<file path="src/rtl/seg_xlate_pkg.sv">
package seg_xlate_pkg;
  localparam int ADDR_W = 32;
  localparam int ATTR_W = 4;

  typedef enum logic [1:0] {
    ST_OK    = 2'd0,
    ST_LIMIT = 2'd1,
    ST_NULL  = 2'd2,
    ST_BUSY  = 2'd3
  } ag_stat_e;

  typedef struct packed {
    logic [ADDR_W-1:0] base;
    logic [ADDR_W-1:0] limit;
    logic [ATTR_W-1:0] attr;
    logic              usable;
  } seg_desc_t;

  function automatic logic [ADDR_W-1:0] f_linear(input logic [ADDR_W-1:0] base,
                                                 input logic [ADDR_W-1:0] off);
    return base + off;
  endfunction

  function automatic logic f_beyond(input logic [ADDR_W-1:0] off,
                                    input logic [ADDR_W-1:0] lim);
    return off > lim;
  endfunction

  function automatic logic f_null_sel(input logic local_tbl, input logic [15:0] idx);
    return !local_tbl && (idx == 16'd0);
  endfunction
endpackage

</file>
<file path="src/rtl/seg_load_ctl.sv">
module seg_load_ctl
  import seg_xlate_pkg::*;
#(
  parameter int NSEG  = 6,
  parameter int SEGW  = 3,
  parameter int IDX_W = 13
) (
  input  logic             clk,
  input  logic             rst_n,
  input  logic             ld_valid,
  input  logic [SEGW-1:0]  ld_seg,
  input  logic [IDX_W-1:0] ld_idx,
  input  logic             ld_local,
  input  logic             rsp_valid,
  input  logic             rsp_present,
  output logic             pend_q,
  output logic [SEGW-1:0]  pend_seg_q,
  output logic             req_local_q,
  output logic [IDX_W-1:0] req_idx_q,
  output logic             ld_done_q,
  output logic             ld_np_q,
  output logic             wr_fill,
  output logic             wr_null,
  output logic             load_np,
  output logic [SEGW-1:0]  wr_seg
);
  localparam logic [SEGW-1:0] LAST_SEG = SEGW'(NSEG - 1);

  logic accept, is_null, start, finish;

  assign accept  = ld_valid && !pend_q && (ld_seg <= LAST_SEG);
  assign is_null = accept && f_null_sel(ld_local, 16'(ld_idx));
  assign start   = accept && !is_null;
  assign finish  = pend_q && rsp_valid;
  assign wr_fill = finish && rsp_present;
  assign load_np = finish && !rsp_present;
  assign wr_null = is_null;
  assign wr_seg  = is_null ? ld_seg : pend_seg_q;

  always_ff @(posedge clk) begin
    if (!rst_n) begin
      pend_q      <= 1'b0;
      pend_seg_q  <= '0;
      req_local_q <= 1'b0;
      req_idx_q   <= '0;
      ld_done_q   <= 1'b0;
      ld_np_q     <= 1'b0;
    end else begin
      if (start) begin
        pend_q      <= 1'b1;
        pend_seg_q  <= ld_seg;
        req_local_q <= ld_local;
        req_idx_q   <= ld_idx;
      end else if (finish) begin
        pend_q <= 1'b0;
      end
      ld_done_q <= is_null || finish;
      ld_np_q   <= load_np;
    end
  end

  p_req_held_r6: assert property (@(posedge clk) disable iff (!rst_n)
    pend_q && !rsp_valid |=> pend_q && $stable(req_idx_q) && $stable(req_local_q));
  p_null_no_req_r5: assert property (@(posedge clk) disable iff (!rst_n)
    is_null |=> !pend_q && ld_done_q);
  p_finish_done_r7: assert property (@(posedge clk) disable iff (!rst_n)
    finish |=> ld_done_q && !pend_q);
  p_np_with_done_r8: assert property (@(posedge clk) disable iff (!rst_n)
    ld_np_q |-> ld_done_q);
endmodule

</file>
<file path="src/rtl/seg_desc_bank.sv">
module seg_desc_bank
  import seg_xlate_pkg::*;
#(
  parameter int NSEG = 6,
  parameter int SEGW = 3
) (
  input  logic              clk,
  input  logic              rst_n,
  input  logic              wr_fill,
  input  logic              wr_null,
  input  logic              load_np,
  input  logic [SEGW-1:0]   wr_seg,
  input  logic [ADDR_W-1:0] fill_base,
  input  logic [ADDR_W-1:0] fill_limit,
  input  logic [ATTR_W-1:0] fill_attr,
  input  logic [SEGW-1:0]   rd_seg,
  output seg_desc_t         rd_desc
);
  seg_desc_t slot_q [NSEG];

  for (genvar i = 0; i < NSEG; i++) begin : g_slot
    always_ff @(posedge clk) begin
      if (!rst_n) begin
        slot_q[i] <= '0;
      end else if (wr_fill && wr_seg == SEGW'(i)) begin
        slot_q[i] <= '{base: fill_base, limit: fill_limit, attr: fill_attr, usable: 1'b1};
      end else if (wr_null && wr_seg == SEGW'(i)) begin
        slot_q[i] <= '0;
      end
    end

    p_keep_on_np_r8: assert property (@(posedge clk) disable iff (!rst_n)
      load_np && wr_seg == SEGW'(i) |=> $stable(slot_q[i]));
  end

  always_comb begin
    rd_desc = '0;
    for (int k = 0; k < NSEG; k++) begin
      if (rd_seg == SEGW'(k)) rd_desc = slot_q[k];
    end
  end
endmodule

</file>
<file path="src/rtl/seg_addr_gen.sv">
module seg_addr_gen
  import seg_xlate_pkg::*;
#(
  parameter int SEGW = 3
) (
  input  logic              clk,
  input  logic              rst_n,
  input  logic              ag_valid,
  input  logic [SEGW-1:0]   ag_seg,
  input  logic [ADDR_W-1:0] ag_off,
  input  seg_desc_t         desc,
  input  logic              pend,
  input  logic [SEGW-1:0]   pend_seg,
  output logic              done_q,
  output logic [ADDR_W-1:0] lin_q,
  output ag_stat_e          stat_q,
  output logic [ATTR_W-1:0] attr_q
);
  ag_stat_e stat_d;
  logic     hit_busy, hit_over;

  assign hit_busy = pend && (pend_seg == ag_seg);
  assign hit_over = f_beyond(ag_off, desc.limit);

  always_comb begin
    if (hit_busy)         stat_d = ST_BUSY;
    else if (!desc.usable) stat_d = ST_NULL;
    else if (hit_over)    stat_d = ST_LIMIT;
    else                  stat_d = ST_OK;
  end

  always_ff @(posedge clk) begin
    if (!rst_n) begin
      done_q <= 1'b0;
      lin_q  <= '0;
      stat_q <= ST_OK;
      attr_q <= '0;
    end else begin
      done_q <= ag_valid;
      stat_q <= stat_d;
      lin_q  <= (stat_d == ST_OK) ? f_linear(desc.base, ag_off) : '0;
      attr_q <= (stat_d == ST_OK) ? desc.attr : '0;
    end
  end

  p_done_follows_r2: assert property (@(posedge clk) disable iff (!rst_n)
    ag_valid |=> done_q);
  p_no_spurious_done_r2: assert property (@(posedge clk) disable iff (!rst_n)
    !ag_valid |=> !done_q);
  p_busy_needs_pend_r9: assert property (@(posedge clk) disable iff (!rst_n)
    ag_valid && !pend |=> stat_q != ST_BUSY);
endmodule

</file>
<file path="src/rtl/seg_xlate.sv">
module seg_xlate
  import seg_xlate_pkg::*;
#(
  parameter int NSEG  = 6,
  parameter int IDX_W = 13
) (
  input  logic        clk,
  input  logic        rst_n,
  input  logic        ld_valid,
  input  logic [2:0]  ld_seg,
  input  logic [15:0] ld_sel,
  output logic        ld_done,
  output logic        ld_np_fault,
  output logic        tbl_req,
  output logic        tbl_req_local,
  output logic [12:0] tbl_req_index,
  input  logic        tbl_rsp_valid,
  input  logic [31:0] tbl_rsp_base,
  input  logic [31:0] tbl_rsp_limit,
  input  logic [3:0]  tbl_rsp_attr,
  input  logic        tbl_rsp_present,
  input  logic        ag_valid,
  input  logic [2:0]  ag_seg,
  input  logic [31:0] ag_off,
  output logic        ag_done,
  output logic [31:0] ag_lin,
  output logic [1:0]  ag_stat,
  output logic [3:0]  ag_attr
);
  localparam int SEGW  = 3;
  localparam int SEL_W = IDX_W + 3;

  logic [SEGW-1:0] pend_seg, wr_seg;
  logic            pend, wr_fill, wr_null, load_np;
  logic [1:0]      sel_rpl_unused;
  seg_desc_t       rd_desc;
  ag_stat_e        stat;

  assign sel_rpl_unused = ld_sel[1:0];

  seg_load_ctl #(.NSEG(NSEG), .SEGW(SEGW), .IDX_W(IDX_W)) u_ctl (
    .clk(clk), .rst_n(rst_n),
    .ld_valid(ld_valid), .ld_seg(ld_seg),
    .ld_idx(ld_sel[SEL_W-1:3]), .ld_local(ld_sel[2]),
    .rsp_valid(tbl_rsp_valid), .rsp_present(tbl_rsp_present),
    .pend_q(pend), .pend_seg_q(pend_seg),
    .req_local_q(tbl_req_local), .req_idx_q(tbl_req_index),
    .ld_done_q(ld_done), .ld_np_q(ld_np_fault),
    .wr_fill(wr_fill), .wr_null(wr_null), .load_np(load_np), .wr_seg(wr_seg)
  );

  seg_desc_bank #(.NSEG(NSEG), .SEGW(SEGW)) u_bank (
    .clk(clk), .rst_n(rst_n),
    .wr_fill(wr_fill), .wr_null(wr_null), .load_np(load_np), .wr_seg(wr_seg),
    .fill_base(tbl_rsp_base), .fill_limit(tbl_rsp_limit), .fill_attr(tbl_rsp_attr),
    .rd_seg(ag_seg), .rd_desc(rd_desc)
  );

  seg_addr_gen #(.SEGW(SEGW)) u_ag (
    .clk(clk), .rst_n(rst_n),
    .ag_valid(ag_valid), .ag_seg(ag_seg), .ag_off(ag_off),
    .desc(rd_desc), .pend(pend), .pend_seg(pend_seg),
    .done_q(ag_done), .lin_q(ag_lin), .stat_q(stat), .attr_q(ag_attr)
  );

  assign tbl_req = pend;
  assign ag_stat = stat;

  p_idle_after_rsp_r6: assert property (@(posedge clk) disable iff (!rst_n)
    tbl_req && tbl_rsp_valid |=> !tbl_req);
endmodule

</file>
<file path="config.mk">
export PLATFORM = sky130hd
export DESIGN_NAME = seg_xlate
export DESIGN_NICKNAME = d
export VERILOG_FILES = /design/src/rtl/seg_xlate_pkg.sv /design/src/rtl/seg_load_ctl.sv /design/src/rtl/seg_desc_bank.sv /design/src/rtl/seg_addr_gen.sv /design/src/rtl/seg_xlate.sv
export SDC_FILE = /design/constraint.sdc
export NUM_CORES = 1
export LEC_CHECK = 0
export CELL_PAD_IN_SITES_DETAIL_PLACEMENT = 0
export CELL_PAD_IN_SITES_GLOBAL_PLACEMENT = 1
export CORE_MARGIN = 2
export CORE_UTILIZATION = 52
export DETAILED_ROUTE_END_ITERATION = 16
export PLACE_DENSITY = 0.89
export SLEW_MARGIN = 10
export SYNTH_ARGS = -nofsm -noshare
export SYNTH_HDL_FRONTEND = slang
export SYNTH_HIERARCHICAL = 1
export SYNTH_SLANG_ARGS = --single-unit
</file>
<file path="constraint.sdc">
create_clock -name clk -period 19.9 [get_ports clk]
set_input_delay 3.98 -clock clk [delete_from_list [all_inputs] [get_ports clk]]
set_output_delay 3.98 -clock clk [all_outputs]
set_load 0.02 [all_outputs]
</file>
==> results.md <==
Worst hold path:
- The worst hold-check path type is flip-flop to flip-flop.

Worst setup path:
- Among the stages of the critical path, the cell type that occurs most often is buf_4.
- For this run, the slowest stage of the critical path takes 800 ps.
- The signal arrival time at the worst endpoint is 9270 ps.
- The kind of critical path is input pin to flip-flop.
- The worst-path cell with the longest stage delay is buf_2.
- The kind of start point of the critical path is an input pin.
- The kind of end point of the critical path is a flip-flop.
- The endpoint required time on the critical path is 20380 ps.
- Walking the worst path, the cells encountered are buf_2 > buf_4 > nand2b_2 > buf_4 > o221ai_1 > inv_1 > ha_1 > nand4_1 > nor4_1 > a21bo_1 > a31oi_1 > nor2_1 > nand2_2 > a221oi_1.
- The highest fanout seen on the critical path is 51.

STA:
- Of the available clock period, the critical path in the final layout requires 0.442.
- The count of endpoints failing hold in the final timing report is 0.
- The final count of pins violating max slew is 0.
- For the pin with the worst max-slew slack, the measured transition is 1250 ps.
- Headroom to the max-slew limit came out at 0.164.
- The aggregate negative setup slack is 0 ps.
- The worst path in the final design needs a cycle of 8790 ps, including I/O delays and setup.
- The final number of setup-violating endpoints is 0.
- The worst setup skew after layout is 22.4 ps.
- The maximum clock rate is 114 MHz.
- Setup repair after global routing left no endpoint under its margin.

Final layout:
- The number of nets in the finished design is 2267.
- The number of standard cells in the layout, taps in and fillers out is 2719.
- Measured on the finished design, the core utilization comes to 0.609.
- From synthesis to final layout, the design area changed by 16.4%.
- The fraction of layout instances using a drive strength above 1 is 0.0714.

Run status:
- The flow ran to the end, and the final reports show no timing, DRC or antenna violations.

Yosys:
- The net count of the mapped netlist is 2127.
- The flip-flop and latch count after synthesis is 473.
- The number of enable-type register cells in the synthesized netlist is 414.
- The share of synthesized area in the top cell type comes to 0.527.
- The synthesized netlist cell count is 1935.
- The mean instance size in the synthesized netlist is 12.2 um^2.
- After synthesis, the most frequently instantiated cells are 418 x and2_1, 414 x edfxtp_1, 156 x mux2i_1.
- The primary flip-flop cell chosen by synthesis mapping is edfxtp_1.
- The mapped netlist covers 0.0236 mm^2.
- The distinct cell type count after synthesis is 76.
- The cell taking the most area after synthesis is edfxtp_1.
- The most common cell in the synthesized netlist is and2_1.
- For this run, the register share of the synthesized area comes to 0.577.
- By area the synthesized netlist is led by edfxtp_1 53%, and2_1 11%, mux2i_1 6.6%.
- The warning count from the yosys run is 6.
- Counting flops with an async set or reset pin after synthesis yields a share of 0.

Clock tree:
- The clock tree from TritonCTS is yes.
- The root buffer cell chosen for the clock tree is clkbuf_16.
- Buffers added to address setup during post-CTS repair amount to 0.
- Gates resized during post-CTS repair numbered 0.
- The clock latency reported for the late side of the worst-skew pair is 600 ps.
- CTS built an H-tree with a depth of 2.
- The hold buffer count at cts is 0.
- The clock-pin transition on the worst setup and hold timing paths is 60 ps.
- The tree built by TritonCTS fans out to 473 sinks.
- The number of clock buffers added by TritonCTS is 50.
- The maximum count of clock buffers along a single path is 3.

Detailed routing:
- The via count normalized by instance count is 5.77.
- The first TritonRoute pass finished after 5 iterations.
- The total number of vias is 15681.
- Summed over all layers, the routed wires come to 63400 um.
- The detailed router finished its first iteration with 1355 violations.
- In the routed design, unresolved DRC markers number 0.
- Dividing the detail-routed wire length by the instance count gives 23.3 um.
- Once detail routing completed, the nets flagged for antenna violations numbered 0.

Placement:
- Once detailed placement completed, the half-perimeter wirelength came to 36900 um.
- The number of placed instances, taps included is 2623.
- The port buffer count is 181.
- At the end of routability-driven placement, the weighted congestion stood at 0.933.

Pwr:
- The worst-case IR drop observed on VDD is 59.4 uV.
- The power density normalized to cell area is 83.6 mW/mm^2.
- The leakage power figure is 0.0104 uW.

Floorplan:
- The die boundary width is 217 um.
- The area inside the core boundary is 0.0451 mm^2.
- The area of the die is 0.0471 mm^2.
- Row generation in the floorplan step produced 78 rows.
- Measured along the y axis, the die boundary spans 217 um.
- For this configuration, the core starts out at a cell density of 0.523.
- The number of top-level pins is 184.

GRT:
- The peak-usage layer in the global routing report is met2.
- The first-pass GRT wire length is 94700 um.
- In the global route stage, overall resource usage came out at 0.269.
- Entering global routing, the biggest net connects 75 pins.
- The met3 track utilization from global routing is 0.0570.
- The initial antenna violation count is 7.
- For met1 alone, demand over resource in global routing was 0.346.
- Global routing finished with a remaining overflow of 0.
- The number of global-route vias before repair is 15965.
- The met2 usage in global routing is 0.451.

Flow run:
- Across the run, the number of max-cap violations was 0.
-- area by class of cell --
| cell class | count | area, um^2 |
|---|---|---|
| tap | 600 | 751 |
| timing repair buffer | 206 | 1990 |
| antenna | 3 | 7.51 |
| clock inverter | 30 | 225 |
| multi-input combinational | 1296 | 9320 |
| fill | 3589 | 17600 |
| clock buffer | 63 | 1350 |
| sequential | 473 | 13600 |
| inverter | 48 | 180 |
-- per-layer routing --
metal	up-vias	routed length (um)
met5	-	46
met4	6	2240
met3	111	4630
met2	539	30200
met1	7724	26200
li1	7301	-
-- power by group --
part / switching [uW] / internal (uW)
logic: 162 / 105
registers: 12.1 / 1110
clock network: 381 / 519
-- kinds of logic (layout without fill, tap and decap cells) --
group           Yosys count  in the layout  share of synthesized area
fa+ha+maj                64             64                     0.0343
flops                   473            473                      0.577
compound gates          285            285                     0.0906
buf+inv                 166            347                     0.0311
other cells               0              3                          0
simple gates            769            769                      0.191
mux                     159            159                     0.0681
xor+xnor                 19             19                    0.00706
-- state kept, by name, summed over array words and instances (netlist names) --
name / count
u_bank/slot_q: 414
u_ag/lin_q: 32
u_ctl/req_idx_q: 13
u_ag/attr_q: 4
u_ctl/pend_seg_q: 3
u_ag/stat_q: 2
u_ag/done_q: 1
u_ctl/ld_done_q: 1
u_ctl/ld_np_q: 1
u_ctl/pend_q: 1
u_ctl/req_local_q: 1
-- through the flow --
stage | hold WS (ps) | total power (uW) | setup WS, ps | instance area [um^2]
4_1_cts | 467 | 2300 | 11240 | 27400
5_1_grt | 484 | 2370 | 10910 | 27400
6_report | 462 | 2290 | 11110 | 27400
2_1_floorplan | 464 | 1310 | 9020 | 23600
3_5_place_dp | 455 | 1410 | 10610 | 25900
3_3_place_gp | 444 | 1400 | 10660 | 25900
-- final timing paths --
kind         cells past startpoint              endpoint          startpoint  slack [ps]
min reg2reg                      2    u_ctl/req_idx_q[5]  u_ctl/req_idx_q[5]         460
max                             14         u_ag/lin_q[5]           ag_seg[2]       11110
min                              2    u_ctl/req_idx_q[5]  u_ctl/req_idx_q[5]         460
max reg2reg                      6  u_bank/slot_q[5][11]        u_ctl/pend_q       16160
-- critical path, delay by kind of cell --
family	cells	cell delay [ps]
AND/OR/NAND/NOR	5	1710
adder cells (fa/ha/maj)	1	320
buffers and inverters	4	2060
AO/OA/AOI/OAI	4	1140
-- layout by cell type (no fill, tap or decap), types with 7 or more instances in the layout --
master and instances:
xnor2_1 14, and2_1 418, nand4_1 14, nand2b_1 7, ha_1 63, clkinv_2 14, o221ai_1 70, nor3_1 15
nand3b_1 72, clkbuf_16 51, clkinv_1 9, clkdlybuf4s50_1 177, nand3_1 16, dfxtp_1 59, edfxtp_1 414, inv_1 48
nor2_1 45, a21oi_1 49, clkbuf_1 9, nand2_1 139, a21o_1 10, buf_4 26, o21ai_0 22, mux2i_1 156
o21a_1 74
Note: power is estimated with default switching activity, not from simulation.
